<file path="src/rtl/maj_rx_pkg.sv">
package maj_rx_pkg;

  typedef enum logic [1:0] {
    ST_HUNT,
    ST_START,
    ST_DATA,
    ST_STOP
  } rx_state_t;

  function automatic logic maj3(input logic a, input logic b, input logic c);
    return (a & b) | (a & c) | (b & c);
  endfunction

endpackage

</file>
<file path="src/rtl/rx_bit_sampler.sv">
module rx_bit_sampler
  import maj_rx_pkg::*;
#(
  parameter int OVERSAMPLE = 16
) (
  input  logic clk,
  input  logic rst,
  input  logic tick,
  input  logic line,
  input  logic restart,
  input  logic active,
  output logic vote_stb,
  output logic vote,
  output logic noisy
);

  localparam int CW    = $clog2(OVERSAMPLE);
  localparam int MID   = OVERSAMPLE / 2;
  localparam int FIRST = MID - 1;
  localparam int LAST  = MID + 1;

  logic [CW-1:0] cnt;
  logic          s_a;
  logic          s_b;

  always_ff @(posedge clk) begin
    if (rst) begin
      cnt      <= '0;
      s_a      <= 1'b0;
      s_b      <= 1'b0;
      vote_stb <= 1'b0;
      vote     <= 1'b0;
      noisy    <= 1'b0;
    end else begin
      vote_stb <= 1'b0;
      if (tick) begin
        if (restart) begin
          cnt <= CW'(1);
        end else if (active) begin
          cnt <= (cnt == CW'(OVERSAMPLE - 1)) ? '0 : cnt + 1'b1;
          if (cnt == CW'(FIRST)) s_a <= line;
          if (cnt == CW'(MID))   s_b <= line;
          if (cnt == CW'(LAST)) begin
            vote_stb <= 1'b1;
            vote     <= maj3(s_a, s_b, line);
            noisy    <= !((s_a == s_b) && (s_b == line));
          end
        end
      end
    end
  end


  vote_on_tick_chk: assert property (@(posedge clk) disable iff (rst)
    vote_stb |-> $past(tick));


  vote_only_active_chk: assert property (@(posedge clk) disable iff (rst)
    vote_stb |-> $past(active));

endmodule

</file>
<file path="src/rtl/rx_frame_ctrl.sv">
module rx_frame_ctrl
  import maj_rx_pkg::*;
#(
  parameter int DATA_BITS = 8
) (
  input  logic                 clk,
  input  logic                 rst,
  input  logic                 tick,
  input  logic                 line,
  input  logic                 en,
  input  logic                 vote_stb,
  input  logic                 vote,
  input  logic                 noisy,
  output logic                 restart,
  output logic                 active,
  output logic                 hunting,
  output logic                 done,
  output logic [DATA_BITS-1:0] data_out,
  output logic                 frame_noise,
  output logic                 stop_bad,
  output logic                 is_break
);

  localparam int IW = $clog2(DATA_BITS);

  rx_state_t            state;
  logic                 prev;
  logic [IW-1:0]        idx;
  logic [DATA_BITS-1:0] shreg;
  logic                 nacc;

  assign hunting = (state == ST_HUNT);
  assign active  = !hunting;
  assign restart = tick & prev & !line & hunting & en;

  always_ff @(posedge clk) begin
    if (rst) begin
      state       <= ST_HUNT;
      prev        <= 1'b1;
      idx         <= '0;
      shreg       <= '0;
      nacc        <= 1'b0;
      done        <= 1'b0;
      data_out    <= '0;
      frame_noise <= 1'b0;
      stop_bad    <= 1'b0;
      is_break    <= 1'b0;
    end else begin
      done <= 1'b0;
      if (tick) prev <= line;
      if (!en) begin
        state <= ST_HUNT;
      end else begin
        case (state)
          ST_HUNT: begin
            if (restart) begin
              state <= ST_START;
              nacc  <= 1'b0;
            end
          end
          ST_START: begin
            if (vote_stb) begin
              if (vote) begin
                state <= ST_HUNT;
              end else begin
                state <= ST_DATA;
                idx   <= '0;
                nacc  <= noisy;
              end
            end
          end
          ST_DATA: begin
            if (vote_stb) begin
              shreg <= {vote, shreg[DATA_BITS-1:1]};
              nacc  <= nacc | noisy;
              if (idx == IW'(DATA_BITS - 1)) state <= ST_STOP;
              else idx <= idx + 1'b1;
            end
          end
          ST_STOP: begin
            if (vote_stb) begin
              state       <= ST_HUNT;
              done        <= 1'b1;
              data_out    <= shreg;
              frame_noise <= nacc | noisy;
              stop_bad    <= !vote;
              is_break    <= !vote && (shreg == '0);
            end
          end
          default: state <= ST_HUNT;
        endcase
      end
    end
  end


  done_needs_enable_chk: assert property (@(posedge clk) disable iff (rst)
    done |-> $past(en));


  done_after_vote_chk: assert property (@(posedge clk) disable iff (rst)
    done |-> $past(vote_stb));

endmodule

</file>
<file path="src/rtl/rx_idle_timer.sv">
module rx_idle_timer #(
  parameter int LIMIT = 160
) (
  input  logic clk,
  input  logic rst,
  input  logic tick,
  input  logic line,
  input  logic hunting,
  input  logic arm,
  input  logic disarm,
  output logic fire
);

  localparam int CW = $clog2(LIMIT);

  logic [CW-1:0] cnt;
  logic          armed;

  always_ff @(posedge clk) begin
    if (rst) begin
      cnt   <= '0;
      armed <= 1'b0;
      fire  <= 1'b0;
    end else begin
      fire <= 1'b0;
      if (disarm) begin
        armed <= 1'b0;
        cnt   <= '0;
      end else if (arm) begin
        armed <= 1'b1;
        cnt   <= '0;
      end else if (tick && armed && hunting) begin
        if (!line) begin
          cnt <= '0;
        end else if (cnt == CW'(LIMIT - 1)) begin
          fire  <= 1'b1;
          armed <= 1'b0;
          cnt   <= '0;
        end else begin
          cnt <= cnt + 1'b1;
        end
      end
    end
  end


  fire_when_armed_chk: assert property (@(posedge clk) disable iff (rst)
    fire |-> $past(armed) && $past(hunting));

endmodule

</file>
<file path="src/rtl/maj_uart_rx.sv">
module maj_uart_rx #(
  parameter int DATA_BITS   = 8,
  parameter int OVERSAMPLE  = 16,
  parameter int SYNC_STAGES = 2
) (
  input  logic                 clk,
  input  logic                 rst,
  input  logic                 rx_en,
  input  logic                 rxd,
  input  logic                 os_tick,
  input  logic                 data_rd,
  input  logic                 stat_rd,
  input  logic                 rie,
  input  logic                 ilie,
  output logic [DATA_BITS-1:0] rx_data,
  output logic                 rdrf,
  output logic                 idle,
  output logic                 ovr,
  output logic                 noise,
  output logic                 ferr,
  output logic                 brk,
  output logic                 irq
);

  localparam int IDLE_TICKS = OVERSAMPLE * (DATA_BITS + 2);

  logic [SYNC_STAGES-1:0] sync_q;
  logic                   line;

  generate
    if (SYNC_STAGES == 1) begin : g_sync_one
      always_ff @(posedge clk) begin
        if (rst) sync_q <= '1;
        else     sync_q <= rxd;
      end
    end else begin : g_sync_chain
      always_ff @(posedge clk) begin
        if (rst) sync_q <= '1;
        else     sync_q <= {sync_q[SYNC_STAGES-2:0], rxd};
      end
    end
  endgenerate

  assign line = sync_q[SYNC_STAGES-1];

  logic                 restart, active, hunting;
  logic                 vote_stb, vote, noisy;
  logic                 frame_done, f_noise, f_stop_bad, f_break;
  logic [DATA_BITS-1:0] f_data;
  logic                 idle_fire;

  rx_bit_sampler #(.OVERSAMPLE(OVERSAMPLE)) u_sampler (
    .clk      (clk),
    .rst      (rst),
    .tick     (os_tick),
    .line     (line),
    .restart  (restart),
    .active   (active),
    .vote_stb (vote_stb),
    .vote     (vote),
    .noisy    (noisy)
  );

  rx_frame_ctrl #(.DATA_BITS(DATA_BITS)) u_frame (
    .clk         (clk),
    .rst         (rst),
    .tick        (os_tick),
    .line        (line),
    .en          (rx_en),
    .vote_stb    (vote_stb),
    .vote        (vote),
    .noisy       (noisy),
    .restart     (restart),
    .active      (active),
    .hunting     (hunting),
    .done        (frame_done),
    .data_out    (f_data),
    .frame_noise (f_noise),
    .stop_bad    (f_stop_bad),
    .is_break    (f_break)
  );

  rx_idle_timer #(.LIMIT(IDLE_TICKS)) u_idle (
    .clk     (clk),
    .rst     (rst),
    .tick    (os_tick),
    .line    (line),
    .hunting (hunting),
    .arm     (frame_done),
    .disarm  (!rx_en),
    .fire    (idle_fire)
  );

  logic rdrf_n, idle_n, ovr_n, noise_n, ferr_n, brk_n;

  always_comb begin
    rdrf_n  = rdrf;
    ovr_n   = ovr;
    noise_n = noise;
    ferr_n  = ferr;
    brk_n   = brk;
    idle_n  = idle;
    if (data_rd) begin
      rdrf_n  = 1'b0;
      ovr_n   = 1'b0;
      noise_n = 1'b0;
      ferr_n  = 1'b0;
      brk_n   = 1'b0;
    end
    if (frame_done) begin
      rdrf_n  = 1'b1;
      noise_n = f_noise;
      ferr_n  = f_stop_bad;
      brk_n   = f_break;
      if (rdrf && !data_rd) ovr_n = 1'b1;
    end
    if (stat_rd)   idle_n = 1'b0;
    if (idle_fire) idle_n = 1'b1;
  end

  always_ff @(posedge clk) begin
    if (rst) begin
      rx_data <= '0;
      rdrf    <= 1'b0;
      idle    <= 1'b0;
      ovr     <= 1'b0;
      noise   <= 1'b0;
      ferr    <= 1'b0;
      brk     <= 1'b0;
      irq     <= 1'b0;
    end else begin
      if (frame_done) rx_data <= f_data;
      rdrf  <= rdrf_n;
      idle  <= idle_n;
      ovr   <= ovr_n;
      noise <= noise_n;
      ferr  <= ferr_n;
      brk   <= brk_n;
      irq   <= (rie & rdrf_n) | (ilie & idle_n);
    end
  end


  rdrf_from_frame_chk: assert property (@(posedge clk) disable iff (rst)
    $rose(rdrf) |-> $past(frame_done));


  ovr_needs_unread_chk: assert property (@(posedge clk) disable iff (rst)
    $rose(ovr) |-> $past(rdrf));


  brk_implies_fe_chk: assert property (@(posedge clk) disable iff (rst)
    brk |-> (ferr && (rx_data == '0)));


  irq_follows_chk: assert property (@(posedge clk) disable iff (rst)
    irq == (($past(rie) && rdrf) || ($past(ilie) && idle)));


  idle_from_timer_chk: assert property (@(posedge clk) disable iff (rst)
    $rose(idle) |-> $past(idle_fire));

endmodule

</file>
<file path="config.mk">
export PLATFORM = sky130hd
export DESIGN_NAME = maj_uart_rx
export DESIGN_NICKNAME = d
export VERILOG_FILES = /design/src/rtl/maj_rx_pkg.sv /design/src/rtl/rx_bit_sampler.sv /design/src/rtl/rx_frame_ctrl.sv /design/src/rtl/rx_idle_timer.sv /design/src/rtl/maj_uart_rx.sv
export SDC_FILE = /design/constraint.sdc
export NUM_CORES = 1
export LEC_CHECK = 0
export ABC_CLOCK_PERIOD_IN_PS = 2200
export CAP_MARGIN = 40
export CELL_PAD_IN_SITES_DETAIL_PLACEMENT = 1
export CELL_PAD_IN_SITES_GLOBAL_PLACEMENT = 1
export CORE_MARGIN = 8
export CORE_UTILIZATION = 48
export DETAILED_ROUTE_END_ITERATION = 10
export DONT_BUFFER_PORTS = 1
export PLACE_DENSITY_LB_ADDON = 0.1
export SLEW_MARGIN = 5
export SYNTH_ARGS = -nofsm -noshare
export SYNTH_HDL_FRONTEND = slang
export SYNTH_SLANG_ARGS = --single-unit
</file>
<file path="constraint.sdc">
create_clock -name clk -period 2.2 [get_ports clk]
set_input_delay 0.44 -clock clk [delete_from_list [all_inputs] [get_ports clk]]
set_output_delay 0.44 -clock clk [all_outputs]
set_load 0.05 [all_outputs]
</file>
# Word level (Yosys, flattened, before mapping)
# Index checks and enable logic that the tools add are counted.
dict set report word_totals {
  regBits 63
  in_bits 9
  word_cells 141
}
dict set report classes {
  add_sub_neg 3
  n_eq_ne 18
  muxes 40
  n_bitwise 20
  reduce_logical 32
}
# cell n
set op_table {}
lappend op_table {{$mux W1} 22}
lappend op_table {{$mux W8} 2}
lappend op_table {{$eq A4 B4 Y1 const B} 3}
lappend op_table {{$mux W2} 6}
lappend op_table {{$mux W3} 4}
lappend op_table {{$mux W4} 3}
lappend op_table {{$ne A2 B2 Y1 const B} 6}
lappend op_table {{$reduce_and A4 Y1} 3}
lappend op_table {{$reduce_and A6 Y1} 2}
lappend op_table {{$reduce_bool A2 Y1} 5}
lappend op_table {{$and A1 B1 Y1} 9}
lappend op_table {{$reduce_and A3 Y1} 3}
lappend op_table {{$add A8 B1 Y8 const B} 1}
lappend op_table {{$eq A8 B8 Y1 const B} 1}
lappend op_table {{$logic_not A8 Y1} 1}
lappend op_table {{$pmux W2 S4} 1}
lappend op_table {{$not A1 Y1} 7}
lappend op_table {{$pmux W3 S2} 1}
lappend op_table {{$reduce_or A3 Y1} 2}
lappend op_table {{$logic_and A1 B1 Y1} 5}
lappend op_table {{$reduce_and A5 Y1} 1}
lappend op_table {{$reduce_or A5 Y1} 1}
lappend op_table {{$add A4 B1 Y4 const B} 1}
lappend op_table {{$eq A2 B2 Y1 const B} 2}
lappend op_table {{14 further kinds} 21}

# Logic depth before layout (Yosys ltp)
dict set report logic_depth {
  ltp_word 6
  depth_mapped 7
}

# By module
# A second synthesis with hierarchy kept.
dict set report hier_totals {
  hier_cells 312
  hier_area_um2 2808.9
}
# module instances cells_each area_each_um2 seq_area_each_um2
set by_module_without_submodules {}
lappend by_module_without_submodules {rx_frame_ctrl 1 139 1194.9 540.5}
lappend by_module_without_submodules {maj_uart_rx 1 57 604.3 340.3}
lappend by_module_without_submodules {rx_idle_timer 1 57 508.0 200.2}
lappend by_module_without_submodules {rx_bit_sampler 1 59 501.7 180.2}

# Worst setup path before layout
# OpenSTA, ideal clock, no wires.
dict set report synth_path {
  kind {register -> register}
  startpoint {reg u_frame.state[0]}
  endpoint {reg u_idle.cnt[7]}
  setup_time_ns 0.074
  t_arrival_ns 1.714
  required_ns 2.126
  slack_ns 0.412
  path_stages_with_launch 8
  period_less_slack_ns 1.788
  path_cell_list {dfxtp_1 -> inv_1 -> ha_1 -> clkbuf_1 -> nand4_1 -> a211oi_4 -> a41oi_1 -> a31oi_1}
}
dict set report synth_via {
  elab_chain_cells 2
}
# item line_no
set synth_lines {}
lappend synth_lines {{start: declaration} rx_frame_ctrl.sv:26} ;# rx_state_t state;
lappend synth_lines {{start signal: assignment} rx_frame_ctrl.sv:38} ;# state <= ST_HUNT;
lappend synth_lines {{start signal: assignment} rx_frame_ctrl.sv:52} ;# state <= ST_HUNT;
lappend synth_lines {{start signal: assignment} rx_frame_ctrl.sv:57} ;# state <= ST_START;
lappend synth_lines {{$logic_not A2 Y1} rx_frame_ctrl.sv:32} ;# assign hunting = (state == ST_HUNT);
lappend synth_lines {{$logic_and A1 B1 Y1} rx_idle_timer.sv:32} ;# end else if (tick && armed && hunting) begin
lappend synth_lines {{end signal: assignment} rx_idle_timer.sv:40} ;# cnt <= cnt + 1'b1;
lappend synth_lines {{end: declaration} rx_idle_timer.sv:16} ;# logic [CW-1:0] cnt;
# No other way between the ends.
# A chain may end at the register's enable or synchronous reset.

# Worst setup path in the final report
dict set report layout_path {
  startpoint {reg u_frame.state[0]}
  endpoint {reg u_sampler.vote}
}
dict set report layout_via {
  elab_chain_cells 5
  elab_cells_between_ends 6
}
# item line_no
set layout_lines {}
lappend layout_lines {{$logic_not A2 Y1 (*)} rx_frame_ctrl.sv:32}
lappend layout_lines {{$and A1 B1 Y1 (2 in series)} rx_frame_ctrl.sv:34} ;# assign restart = tick & prev & !line & hunting & en;
lappend layout_lines {{$not A1 Y1 (no line)} -}
lappend layout_lines {{$reduce_and A4 Y1 (no line) (*)} -}
lappend layout_lines {{end signal: assignment} rx_bit_sampler.sv:45} ;# vote <= maj3(s_a, s_b, line);
lappend layout_lines {{end: declaration} rx_bit_sampler.sv:13} ;# output logic vote,
# Every way passes the cells marked *; elsewhere a longest branch is shown, timed or not.

==> metrics.yaml <==
status:
  outcome: "finished clean"
critical_path:
  r2r_start: "u_frame.state[0]"
  start_kind: "flip-flop"
  crit_buf_inv: 1
  crit_start: "u_frame.state[0]"
  critical_path_required_ns: 2.40
  crit_type: "reg -> reg"
  slowest_stage: "dfxtp_1"
  crit_chain: "inv_1 > ha_1 > and4bb_2 > nand2_1 > a2111oi_2 > a211oi_1"
  crit_family: "simple AND/OR/NAND/NOR gates"
  r2r_slack_ns: 0.25
  r2r_cells: 6
  arrival_ns: 2.15
  crit_fanout: 9
  reg2reg_to: "u_sampler.vote"
  endpoint_kind: "flip-flop"
  max_stage_delay_ns: 0.44
timing:
  slew_viol_final: 0
  layout_setup_ws_ns: 0.254
  timing.fmax_mhz: 514
  clock_skew_ns: 0.00828
  post-route-period-util_pct: 88.4
  max_slew_margin_pct: 63.2
  timing.setup.tns_ns: 0
  finalSetupViolations: 0
  finalCriticalPeriod_ns: 1.95
  rsz0062_at_grt: "no"
  hold_viol_final: 0
  finalHoldWorstSlack_ns: 0.171
  worst_slew_pin_slew_ns: 0.544
floorplanning:
  io_pins: 24
  rows: 27
  die_y_um: 91.4
  dieArea_mm2: 0.00836
  die_x_um: 91.4
  start_util_pct: 49.6
  core_mm2: 0.00551
yosys:
  synth-edff-count: 0
  post_synth_instance_area_mm2: 0.00273
  synthesis.nets: 328
  synth_area_per_cell_um2: 8.93
  synth-main-ff-cell: "dfxtp_1"
  synth_top_area_share_pct: 46.2
  ys_types: 45
  synthCells: 306
  synth_async_sr_flop_share_pct: 0
  yosysWarnings: 0
  synth_top_area_cell: "dfxtp_1"
  synth_common_cells: "dfxtp_1 (63), nor2_1 (37), nand2_1 (35), a21oi_1 (30), mux2i_1 (20)"
  ys_ff_latch: 63
  synth_area_leaders: "dfxtp_1 (46%), mux2i_1 (7.3%), ha_1 (6.0%)"
  seq_area_frac_synth_pct: 46.2
  yosysMostFrequentCell: "dfxtp_1"
layout:
  area_growth_syn_to_layout_pct: 8.25
  layoutNonFillerInstCount: 381
  final_core_util_pct: 53.7
  nets: 326
  design_area_mm2: 0.00296
  drive_gt1_share_pct: 8.09
  n_antenna_cell: 0
global_route:
  antenna_found_initial: 0
  grt_pass1_wl_um: 10600
  grt_overflow: 0
  grt_util_met3_pct: 4.36
  grt_pass1_vias: 2151
  busiest_layer: "met2"
  grt_max_degree: 55
  grt_util_all_layers_pct: 15.6
  grt_use_met2_pct: 24.7
  met1_usage_pct: 18.8
power:
  p_per_area_mw_per_mm2: 722
  leakage_nw: 1.14
  power_mw: 2.14
  ir_drop_mv: 0.393
flow_run:
  drv_cap: 0
place:
  dp_cells: 365
  gp_congestion: 0.786
  place_ws_ns: 0.222
  place_area_mm2: 0.00276
  hpwl_um: 4180
  port_buffers: 0
drt:
  drt_iter0_markers: 103
  viasPerCell: 5.53
  dr.pass1.iters: 4
  ant_nets: 0
  wl_per_cell_um: 16.0
  vias: 2107
  wirelength_um: 6090
  drc_errors: 0
clock_network:
  cts_buffers: 9
  root_buffer: "clkbuf_8"
  clock_path_buffers: 2
  htreeDepth: 3
  clk_pin_slew_worst_paths_ns: 0.07
  tritoncts: "built"
  clkSinkCount: 63
  insertion_delay_ns: 0.34
  post_cts_buffers: 0
hold_path:
  hold_start: "data_rd"
  worstHoldPathType: "in -> reg"
  holdPathEnd: "ovr"
  whs_path_depth: 1
registers in the layout, summed over array words and instances, names as in the netlist, 2 cells and up, named ones only:
signal	cells
rx_data	8
u_frame.data_out	8
u_idle.cnt	8
sync_q	2
u_sampler.cnt	4
u_frame.shreg	8
u_frame.idx	3
logic make-up after synthesis:
logic type      Yosys count  share of synthesized area (%)
simple gates            122                           21.6
buf+inv                  27                           4.54
mux                      20                           7.33
compound gates           60                           14.1
fa+ha+maj                13                           5.96
flops                    63                           46.2
xor+xnor                  1                          0.321
layout by cell type, fill, tap and decap left out, types with 2 or more instances in the layout:
master | netlist | routed
nand2_1 | 35 | 35
a211o_1 | 2 | 2
and3_1 | 4 | 4
dfxtp_1 | 63 | 63
buf_4 | 1 | 3
a31oi_1 | 5 | 5
nand4_1 | 3 | 3
nand2b_1 | 9 | 9
ha_1 | 13 | 13
nor3_1 | 8 | 8
nor2_1 | 37 | 37
nand3b_1 | 3 | 3
clkbuf_8 | 0 | 9
a21oi_1 | 30 | 30
a211oi_1 | 3 | 3
clkinv_2 | 0 | 3
nor2b_1 | 2 | 2
a41oi_1 | 2 | 2
o21ai_0 | 4 | 4
a21o_1 | 2 | 2
or2_2 | 2 | 2
a22o_1 | 3 | 3
mux2i_1 | 20 | 20
nand3_1 | 10 | 10
inv_1 | 11 | 11
metal layers:
layer | wire length, µm | part of all wire (%) | vias to the layer above
met2 | 2850 | 47 | 30
met5 | 0 | 0 | -
met4 | 124 | 2.0 | 0
li1 | - | - | 1059
met3 | 259 | 4.3 | 13
met1 | 2850 | 47 | 1005
worst max path at each step:
stage                           endpoint  depth (start not counted)  slack, ns
after floorplan            u_idle.cnt[7]                          7       0.41
after global placement     u_idle.cnt[7]                          6       0.32
after detailed placement   u_idle.cnt[3]                          6       0.22
after CTS                 u_sampler.vote                          6        0.1
after global routing       u_idle.cnt[3]                          6       0.02
final                     u_sampler.vote                          6       0.25
what timing repair did:
action / in CTS / in global routing
setup endpoints to repair: 1 / 3
endpoints found under the hold margin: 0 / 0
gates cloned: 0 / 0
pin swaps: 0 / 1
hold buffers: 0 / 0
resized for setup: 1 / 1
cell type report:
| cell class | count | area, µm² |
|---|---|---|
| multi-input cells | 216 | 1350 |
| flip-flops and latches | 63 | 1260 |
| well taps | 72 | 90.1 |
| fillers | 641 | 2550 |
| inverters | 11 | 41.3 |
| clock inverters | 6 | 61.3 |
| repair buffers | 3 | 22.5 |
| clock buffers | 10 | 128 |
power breakdown:
group          internal (mW)  total, mW  switching (mW)
registers               1.14       1.15         0.00422
logic                 0.0130     0.0264          0.0135
clock network          0.519      0.962           0.443
total                   1.68       2.14           0.461
Power figures use the tool's default switching activity.
